`src/rtl/sereep_pkg.sv`:
```
`timescale 1ns/1ps
package sereep_pkg;
   typedef enum logic [2:0] {
      CMD_READ  = 3'd0,
      CMD_WRITE = 3'd1,
      CMD_ERASE = 3'd2,
      CMD_EWEN  = 3'd3,
      CMD_EWDS  = 3'd4,
      CMD_ERAL  = 3'd5,
      CMD_WRAL  = 3'd6
   } sereep_cmd_e;

   typedef enum logic [2:0] {
      ST_IDLE,
      ST_SHIFT,
      ST_RDATA,
      ST_GAP,
      ST_POLL,
      ST_FIN
   } sereep_st_e;

   localparam logic [1:0] OP_READ  = 2'b10;
   localparam logic [1:0] OP_WRITE = 2'b01;
   localparam logic [1:0] OP_ERASE = 2'b11;
   localparam logic [1:0] OP_EXT   = 2'b00;

   localparam logic [1:0] SUB_EN   = 2'b11;
   localparam logic [1:0] SUB_ERA  = 2'b10;
   localparam logic [1:0] SUB_WRA  = 2'b01;
   localparam logic [1:0] SUB_DIS  = 2'b00;
endpackage

```
`src/rtl/sereep_clkdiv.sv`:
```
`timescale 1ns/1ps
module sereep_clkdiv #(
   parameter int SK_HALF = 4
) (
   input  logic clk,
   input  logic rst_n,
   input  logic en,
   output logic tick
);
   generate
      if (SK_HALF < 1) begin : g_bad_half
         $error("sereep_clkdiv: SK_HALF must be at least 1");
      end else if (SK_HALF == 1) begin : g_every
         assign tick = en;
      end else begin : g_count
         localparam int CW = $clog2(SK_HALF);
         localparam logic [CW-1:0] LAST = CW'(SK_HALF - 1);
         logic [CW-1:0] cnt;

         always_ff @(posedge clk or negedge rst_n) begin
            if (!rst_n)
               cnt <= '0;
            else if (!en || cnt == LAST)
               cnt <= '0;
            else
               cnt <= cnt + 1'b1;
         end

         assign tick = en && (cnt == LAST);

         // half-period ticks never come back to back
         p_tick_gap_r2: assert property (@(posedge clk) disable iff (!rst_n)
            tick |=> !tick);
      end
   endgenerate
endmodule

```
`src/rtl/sereep_framer.sv`:
```
`timescale 1ns/1ps
module sereep_framer
   import sereep_pkg::*;
#(
   parameter int ADDR_W = 6,
   parameter int DATA_W = 16,
   localparam int FW = 3 + ADDR_W + DATA_W,
   localparam int LW = $clog2(FW + 1)
) (
   input  logic [2:0]        cmd,
   input  logic [ADDR_W-1:0] addr,
   input  logic [DATA_W-1:0] wdata,
   output logic [FW-1:0]     vec,
   output logic [LW-1:0]     len,
   output logic              is_read,
   output logic              is_prog
);
   localparam int PAD = ADDR_W - 2;

   generate
      if (ADDR_W < 3) begin : g_bad_addr
         $error("sereep_framer: ADDR_W must be at least 3");
      end
      if (DATA_W < 2) begin : g_bad_data
         $error("sereep_framer: DATA_W must be at least 2");
      end
   endgenerate

   localparam logic [ADDR_W-1:0] A_EN  = {SUB_EN,  {PAD{1'b0}}};
   localparam logic [ADDR_W-1:0] A_ERA = {SUB_ERA, {PAD{1'b0}}};
   localparam logic [ADDR_W-1:0] A_WRA = {SUB_WRA, {PAD{1'b0}}};
   localparam logic [ADDR_W-1:0] A_DIS = {SUB_DIS, {PAD{1'b0}}};

   logic [1:0]        op;
   logic [ADDR_W-1:0] afield;
   logic              with_data;

   always_comb begin
      op        = OP_EXT;
      afield    = A_DIS;
      with_data = 1'b0;
      is_read   = 1'b0;
      is_prog   = 1'b0;
      case (sereep_cmd_e'(cmd))
         CMD_READ: begin
            op = OP_READ;  afield = addr; is_read = 1'b1;
         end
         CMD_WRITE: begin
            op = OP_WRITE; afield = addr; with_data = 1'b1; is_prog = 1'b1;
         end
         CMD_ERASE: begin
            op = OP_ERASE; afield = addr; is_prog = 1'b1;
         end
         CMD_EWEN: afield = A_EN;
         CMD_ERAL: begin
            afield = A_ERA; is_prog = 1'b1;
         end
         CMD_WRAL: begin
            afield = A_WRA; with_data = 1'b1; is_prog = 1'b1;
         end
         default: afield = A_DIS;
      endcase
      vec = {1'b1, op, afield, (with_data ? wdata : {DATA_W{1'b0}})};
      len = with_data ? LW'(FW) : LW'(3 + ADDR_W);
   end
endmodule

```
`src/rtl/sereep_status.sv`:
```
`timescale 1ns/1ps
module sereep_status #(
   parameter int GAP_CYC   = 50,
   parameter int MAX_POLLS = 2048
) (
   input  logic clk,
   input  logic rst_n,
   input  logic gap_en,
   input  logic poll_en,
   input  logic tick,
   input  logic ready_in,
   output logic gap_done,
   output logic poll_ok,
   output logic poll_to
);
   localparam int GW = $clog2(GAP_CYC + 1);
   localparam int PW = $clog2(MAX_POLLS + 1);
   localparam logic [GW-1:0] GAP_LAST  = GW'(GAP_CYC - 1);
   localparam logic [PW-1:0] POLL_LAST = PW'(MAX_POLLS - 1);

   generate
      if (GAP_CYC < 1) begin : g_bad_gap
         $error("sereep_status: GAP_CYC must be at least 1");
      end
      if (MAX_POLLS < 1) begin : g_bad_polls
         $error("sereep_status: MAX_POLLS must be at least 1");
      end
   endgenerate

   logic [GW-1:0] gap_cnt;
   logic [PW-1:0] poll_cnt;

   always_ff @(posedge clk or negedge rst_n) begin
      if (!rst_n)
         gap_cnt <= '0;
      else if (!gap_en)
         gap_cnt <= '0;
      else if (gap_cnt != GAP_LAST)
         gap_cnt <= gap_cnt + 1'b1;
   end

   always_ff @(posedge clk or negedge rst_n) begin
      if (!rst_n)
         poll_cnt <= '0;
      else if (!poll_en)
         poll_cnt <= '0;
      else if (tick && poll_cnt != POLL_LAST)
         poll_cnt <= poll_cnt + 1'b1;
   end

   assign gap_done = gap_en && (gap_cnt == GAP_LAST);
   assign poll_ok  = poll_en && tick && ready_in;
   assign poll_to  = poll_en && tick && !ready_in && (poll_cnt == POLL_LAST);

   // the sample count never runs past the timeout limit
   p_poll_bound_r5: assert property (@(posedge clk) disable iff (!rst_n)
      poll_en |-> (poll_cnt <= POLL_LAST));
   // the low gap counter is idle outside the gap
   p_gap_idle_r4: assert property (@(posedge clk) disable iff (!rst_n)
      !$past(gap_en) |-> (gap_cnt == '0));
endmodule

```
`src/rtl/sereep_host.sv`:
```
`timescale 1ns/1ps
module sereep_host
   import sereep_pkg::*;
#(
   parameter int ADDR_W    = 6,
   parameter int DATA_W    = 16,
   parameter int SK_HALF   = 4,
   parameter int GAP_CYC   = 50,
   parameter int MAX_POLLS = 2048
) (
   input  logic              clk,
   input  logic              rst_n,
   input  logic              req_valid,
   output logic              req_ready,
   input  logic [2:0]        req_cmd,
   input  logic [ADDR_W-1:0] req_addr,
   input  logic [DATA_W-1:0] req_wdata,
   output logic              done,
   output logic [DATA_W-1:0] rd_data,
   output logic              err,
   output logic              ee_cs,
   output logic              ee_sk,
   output logic              ee_di,
   input  logic              ee_do
);
   localparam int FW = 3 + ADDR_W + DATA_W;
   localparam int LW = $clog2(FW + 1);
   localparam int RW = $clog2(DATA_W + 2);

   sereep_st_e        st;
   logic [FW-1:0]     f_vec;
   logic [LW-1:0]     f_len;
   logic              f_read, f_prog;
   logic [FW-1:0]     shreg;
   logic [LW-1:0]     bits_left;
   logic              cur_read, cur_prog;
   logic [DATA_W-1:0] rd_sh;
   logic [RW-1:0]     rcnt;
   logic              err_q;
   logic              tick, div_en;
   logic              gap_done, poll_ok, poll_to;

   sereep_framer #(.ADDR_W(ADDR_W), .DATA_W(DATA_W)) u_framer (
      .cmd     (req_cmd),
      .addr    (req_addr),
      .wdata   (req_wdata),
      .vec     (f_vec),
      .len     (f_len),
      .is_read (f_read),
      .is_prog (f_prog)
   );

   assign div_en = (st == ST_SHIFT) || (st == ST_RDATA) || (st == ST_POLL);

   sereep_clkdiv #(.SK_HALF(SK_HALF)) u_div (
      .clk   (clk),
      .rst_n (rst_n),
      .en    (div_en),
      .tick  (tick)
   );

   sereep_status #(.GAP_CYC(GAP_CYC), .MAX_POLLS(MAX_POLLS)) u_status (
      .clk      (clk),
      .rst_n    (rst_n),
      .gap_en   (st == ST_GAP),
      .poll_en  (st == ST_POLL),
      .tick     (tick),
      .ready_in (ee_do),
      .gap_done (gap_done),
      .poll_ok  (poll_ok),
      .poll_to  (poll_to)
   );

   always_ff @(posedge clk or negedge rst_n) begin
      if (!rst_n) begin
         st        <= ST_IDLE;
         ee_cs     <= 1'b0;
         ee_sk     <= 1'b0;
         ee_di     <= 1'b0;
         shreg     <= '0;
         bits_left <= '0;
         cur_read  <= 1'b0;
         cur_prog  <= 1'b0;
         rd_sh     <= '0;
         rcnt      <= '0;
         err_q     <= 1'b0;
      end else begin
         case (st)
            ST_IDLE: begin
               if (req_valid) begin
                  shreg     <= f_vec << 1;
                  ee_di     <= f_vec[FW-1];
                  bits_left <= f_len;
                  cur_read  <= f_read;
                  cur_prog  <= f_prog;
                  err_q     <= 1'b0;
                  ee_cs     <= 1'b1;
                  ee_sk     <= 1'b0;
                  st        <= ST_SHIFT;
               end
            end
            ST_SHIFT: begin
               if (tick) begin
                  if (!ee_sk) begin
                     ee_sk     <= 1'b1;
                     bits_left <= bits_left - 1'b1;
                  end else begin
                     ee_sk <= 1'b0;
                     if (bits_left != '0) begin
                        ee_di <= shreg[FW-1];
                        shreg <= shreg << 1;
                     end else begin
                        ee_di <= 1'b0;
                        if (cur_read) begin
                           rcnt <= RW'(DATA_W + 1);
                           st   <= ST_RDATA;
                        end else if (cur_prog) begin
                           ee_cs <= 1'b0;
                           st    <= ST_GAP;
                        end else begin
                           ee_cs <= 1'b0;
                           st    <= ST_FIN;
                        end
                     end
                  end
               end
            end
            ST_RDATA: begin
               if (tick) begin
                  if (!ee_sk) begin
                     ee_sk <= 1'b1;
                     rd_sh <= {rd_sh[DATA_W-2:0], ee_do};
                     rcnt  <= rcnt - 1'b1;
                  end else begin
                     ee_sk <= 1'b0;
                     if (rcnt == '0) begin
                        ee_cs <= 1'b0;
                        st    <= ST_FIN;
                     end
                  end
               end
            end
            ST_GAP: begin
               if (gap_done) begin
                  ee_cs <= 1'b1;
                  st    <= ST_POLL;
               end
            end
            ST_POLL: begin
               if (poll_ok) begin
                  ee_cs <= 1'b0;
                  st    <= ST_FIN;
               end else if (poll_to) begin
                  ee_cs <= 1'b0;
                  err_q <= 1'b1;
                  st    <= ST_FIN;
               end
            end
            ST_FIN:  st <= ST_IDLE;
            default: st <= ST_IDLE;
         endcase
      end
   end

   assign req_ready = (st == ST_IDLE);
   assign done      = (st == ST_FIN);
   assign rd_data   = (done && cur_read) ? rd_sh : '0;
   assign err       = done && err_q;

   // data toward the device only moves while the serial clock is low
   p_di_sk_low_r2: assert property (@(posedge clk) disable iff (!rst_n)
      (ee_cs && $past(ee_cs) && !$stable(ee_di)) |-> !ee_sk);
   // no serial clock activity with the device deselected
   p_sk_idle_r9: assert property (@(posedge clk) disable iff (!rst_n)
      !ee_cs |-> !ee_sk);
   // completion is a single-cycle pulse
   p_done_pulse_r7: assert property (@(posedge clk) disable iff (!rst_n)
      done |=> !done);
   // idle means deselected and not completing
   p_ready_idle_r7: assert property (@(posedge clk) disable iff (!rst_n)
      req_ready |-> (!ee_cs && !done));
   // error only appears with completion
   p_err_done_r5: assert property (@(posedge clk) disable iff (!rst_n)
      err |-> done);
   // chip select rises into polling only after the low gap
   p_gap_rise_r4: assert property (@(posedge clk) disable iff (!rst_n)
      ($rose(ee_cs) && !req_ready && !$past(req_ready)) |-> !ee_sk);
endmodule

```
`config.mk`:
```
export PLATFORM = sky130hd
export DESIGN_NAME = sereep_host
export DESIGN_NICKNAME = d
export VERILOG_FILES = /design/src/rtl/sereep_pkg.sv /design/src/rtl/sereep_clkdiv.sv /design/src/rtl/sereep_framer.sv /design/src/rtl/sereep_status.sv /design/src/rtl/sereep_host.sv
export SDC_FILE = /design/constraint.sdc
export NUM_CORES = 1
export LEC_CHECK = 0
export ABC_AREA = 1
export BUFFER_PORTS_ARGS = -buffer_cell sky130_fd_sc_hd__buf_4
export CAP_MARGIN = 20
export CORE_ASPECT_RATIO = 0.6
export CORE_MARGIN = 1.5
export CORE_UTILIZATION = 54
export DETAILED_ROUTE_END_ITERATION = 10
export PLACE_DENSITY = 0.75
export SYNTH_ARGS = -nofsm -noshare
export SYNTH_HDL_FRONTEND = slang
export SYNTH_SLANG_ARGS = --single-unit
```
`constraint.sdc`:
```
create_clock -name clk -period 3.8 [get_ports clk]
set_input_delay 1.14 -clock clk [delete_from_list [all_inputs] [get_ports clk]]
set_output_delay 1.14 -clock clk [all_outputs]
set_load 0.01 [all_outputs]
```
; ---- Word level (Yosys, flattened, before mapping)
; Cells that the tools add are included.
; Widths: inputs -> output; s select.
[op_classes]
mul = 0
magnitude_cmp = 0
div_mod_pow = 0
bitwise = 1
n_mux = 65
n_addsub = 5
n_shift = 0
n_eq_ne = 34
n_reduce_logical = 37
[ops]
columns = operator, n
row1 = $mux 25, 4
row2 = $mux 5, 10
row3 = $pmux 25 s2, 1
row4 = $mux 3, 12
row5 = $mux 16, 2
row6 = $ne 2x2->1 const B, 13
row7 = $mux 12, 2
row8 = $pmux 6 s4, 1
row9 = $mux 1, 22
row10 = $pmux 5 s2, 2
row11 = $pmux 3 s5, 1
row12 = $add 12x1->12 const B, 1
row13 = $eq 12x11->1 const B, 1
row14 = $eq 3x2->1 const B, 4
row15 = $eq 3x3->1 const B, 4
row16 = $mux 6, 2
row17 = $ne 12x11->1 const B, 1
row18 = $reduce_and 4->1, 3
row19 = $reduce_and 11->1, 1
row20 = $ne 2x1->1 const B, 5
row21 = $reduce_bool 5->1, 2
row22 = $sub 5x1->5 const B, 2
row23 = $logic_and 1x1->1, 9
row24 = $reduce_and 9->1, 1
row25 = 24 further kinds, 36
[totals]
latchBits = 0
n_memories = 0
mem_bits_rw = 0
elab_cells = 156
rom_bits = 0
ff_bits = 80

; ---- Logic depth before layout (Yosys ltp)
[logic_depth]
ltp_word = 10
depth_mapped = 12
depth_no_buf = 11

; ---- Hierarchy
; From an unflattened synthesis, not the netlist that was laid out.
[unflattened]
cells_unflattened = 651
area_unflattened_um2 = 4815.9
[by_module_without_submodules]
columns = module, area_per_inst_um2, cells_per_inst, n_inst
row1 = sereep_host, 3260.6, 424, 1
row2 = sereep_status, 1102.3, 143, 1
row3 = sereep_framer, 364.1, 74, 1
row4 = sereep_clkdiv, 88.8, 10, 1

; ---- Worst setup path before layout
; Ideal clock, no wire load.
[synth_path]
path_type = register -> output
start = register st[0]
end = output port rd_data[10]
n_path_buf = 2
path_stages_with_launch = 7
t_arrival_ns = 1.511
t_required_ns = 2.660
setup_slack_ns = 1.149
cell_sequence = dfrtp_1 > buf_4 > inv_1 > nor3_1 > nand2_1 > clkbuf_1 > nor2_1
[synth_via]
elab_chain_cells = 3
[synth_rtl]
columns = item, line
row1 = from (decl), sereep_host.sv:30  ; sereep_st_e st;
row2 = from (signal assigned), sereep_host.sv:76  ; st <= ST_IDLE;
row3 = from (signal assigned), sereep_host.sv:99  ; st <= ST_SHIFT;
row4 = from (signal assigned), sereep_host.sv:116  ; st <= ST_RDATA;
row5 = $eq 3x3->1, sereep_host.sv:166  ; assign done = (st == ST_FIN);
row6 = net done, sereep_host.sv:18  ; output logic done,
row7 = $logic_and 1x1->1, sereep_host.sv:167  ; assign rd_data = (done && cur_read) ? rd_sh : '0;
row8 = $mux 16, sereep_host.sv:167
row9 = to (decl), sereep_host.sv:19  ; output logic [DATA_W-1:0] rd_data,
; The timed path passes the listed nets, and every way through them passes these cells.

; ---- Final worst setup path
[layout_path]
start = register st[0]
end = output port rd_data[12]
[layout_via]
elab_chain_cells = 3
[layout_rtl]
columns = item, line
row1 = $eq 3x3->1, sereep_host.sv:166
row2 = $logic_and 1x1->1, sereep_host.sv:167
row3 = $mux 16, sereep_host.sv:167
; Every way passes these cells.

==> reports/qor.csv <==
metric;value;unit
status;completed;
HPWL after DPL;6480;microns
Placed Cells;676;
# IOs;51;
Die Span X;118;microns
commonest non-fill, non-tap cells in the layout;nand2_1, dfrtp_1, nor2_1;
root buffer cell;clkbuf_16;
Final Worst Setup Slack;0.615;ns
Leakage;2.41;nW
Hold Buf Count CTS;0;
H-tree depth;3;
Least-Margin Pin Slew;0.514;ns
n_diodes;0;
syn nets;576;
WHS;0.431;ns
Vias per Instance;5.26;
Clock Latency Late Sink;0.34;ns
largest net degree at the start of global routing;80;
Mapped Avg Cell Area;7.96;sq um
number of global-route vias before repair;3331;
Worst Path Required;2.66;ns
kind of critical path;reg -> out;
chip height;72.0;microns
total number of vias;3642;
Core Util, Final;67.3;%
CTS buffer count;9;
Fin. Hold Viols;0;
clock sink count;79;
clock period minus worst slack;3.19;ns
Synth Cell Area;0.00429;sq mm
first-pass GRT wire length;15700;microns
antenna-violating nets left;0;
dpl ws;0.977;ns
max-cap violation count;0;
Max Buffers Root-to-Sink;2;
grt total ovfl;0;
CTS tree;done;
#FFs+latches synth;79;
R2R depth;11;
synth warn;0;
Port Buffers;50;
fraction of layout cells with a size suffix above 1;17.3;%
worst r2r dst;u_status.poll_cnt[5]$_DFFE_PN0P_;
starting density of the core;57.4;%
Layout area overhead;17.4;%
Total GRT Usage;23.4;%
fin cells;693;
Fmax;314;MHz
worst-path maximum fanout;16;
Final TNS setup;0;ns
worst-case clock skew;0.00609;ns
crit end category;primary output;
worst vdd ir;0.408;mV
DRT Wirelength;9180;microns
clock transition at the registers of the reported paths;0.06;ns
hold endpoint;u_div.g_count.cnt[0]$_DFF_PN0_;
core area;0.00748;sq mm
Starting DRT DRC Count;271;
Rows;24;
Final nets;621;
Slew Limit Fails;0;
Worst Path Arrival;2.05;ns
Post-route DRC;0;
Pwr per Cell Area;736;mW/mm^2
min-delay src;u_div.g_count.cnt[0]$_DFF_PN0_;
Setup Buffers After CTS;0;
CTS resizes;0;
max_slew headroom;65.5;%
RD Place Congestion;0.906;
Die ar.;0.00850;sq mm
hold path cells;1;
RSZ-0062 raised after global routing;no;
worst min path class;reg -> reg;
final setup vio count;0;
sequential area share after synthesis;46.1;%
WL per Instance;13.2;microns
internal reg-to-reg setup slack;1.59;ns
most common cell after layout, fill and taps aside;nand2_1;
Mapped Cells;539;
worst reg2reg path startpoint;st[1]$_DFFE_PN0P_;
Distinct cells, synth;33;
First-pass DRT Iterations;5;
initial antenna violation count;0;
Final Cycle Share;83.8;%
CP Launch Type;flop;
## sequential cells by signal, summed over array words and instances, names as in the netlist
register	cells
bits_left	5
cur_prog	1
cur_read	1
ee_cs	1
ee_di	1
ee_sk	1
err_q	1
rcnt	5
rd_sh	16
shreg	24
st	3
u_div.g_count.cnt	2
u_status.gap_cnt	6
u_status.poll_cnt	12
## power breakdown
group | total [mW] | leakage, nW | switching [mW] | internal (mW)
sequential | 1.25 | 1.02 | 0.159 | 1.09
clock | 0.933 | 0.156 | 0.340 | 0.593
combinational | 1.53 | 1.24 | 0.991 | 0.534
total | 3.70 | 2.41 | 1.49 | 2.21
## worst max path at each step
stage	start	endpoint	slack (ns)
after floorplan	st[0]$_DFFE_PN0P_	rd_data[10]	1.15
after global placement	st[0]$_DFFE_PN0P_	rd_data[10]	1.12
after detailed placement	st[0]$_DFFE_PN0P_	rd_data[12]	0.98
after CTS	st[0]$_DFFE_PN0P_	rd_data[12]	0.61
after global routing	st[0]$_DFFE_PN0P_	rd_data[2]	0.44
final	st[0]$_DFFE_PN0P_	rd_data[12]	0.61
## routing by layer
metal	routed length (microns)	vias up	track usage, %
met2	3980	97	35.5
met5	0	-	0
met1	4550	1706	34.0
met4	92	0	5.69
met3	559	9	5.97
li1	-	1830	-
## cell usage after synthesis (all sizes together)
cell type    n  area [sq um]
a21oi       26           130
a22oi       15           113
buf         16           121
clkbuf       3          11.3
clkinv       1          3.75
dfrtp       79          1980
ha           8           100
inv         61           229
nand2      130           513
nand3       45           240
nand3b       2          15.0
nand4        9          56.3
nor2        79           314
nor3         6          35.0
nor3b        1          7.51
nor4         1          6.26
o211ai       2          15.0
o21a         2          15.0
o21ai       35           235
o22ai        2          12.5
o31ai        1          7.51
xnor2        4          35.0
xor2        11          96.3
## metrics by stage
step                      total power, mW  instance area [sq um]
final                                3.70                   5030
after global routing                 4.00                   5030
after CTS                            3.71                   5010
after detailed placement             2.76                   4680
after global placement               2.70                   4680
after floorplan                      2.45                   4290
## layout make-up
class / instances / area [sq um]
well taps: 104 / 130
fillers: 622 / 2440
flip-flops and latches: 79 / 1980
repair buffers: 53 / 418
multi-input cells: 379 / 1950
inverters: 62 / 233
clock buffers: 11 / 243
clock inverters: 5 / 81.3
## cells by family after synthesis
family	Yosys count	share of synthesized area, %
simple gates	273	27.7
compound gates	83	12.3
buf+inv	81	8.52
flops	79	46.1
xor+xnor	15	3.06
fa+ha+maj	8	2.33
## critical path, cell delays in order, from the launching register on
cell and delay (ns):
dfrtp_1 0.53, inv_1 0.15, nor3_1 0.27, nand2_1 0.36
nor2_1 0.24, buf_4 0.15
Power figures use the tool's default switching activity.
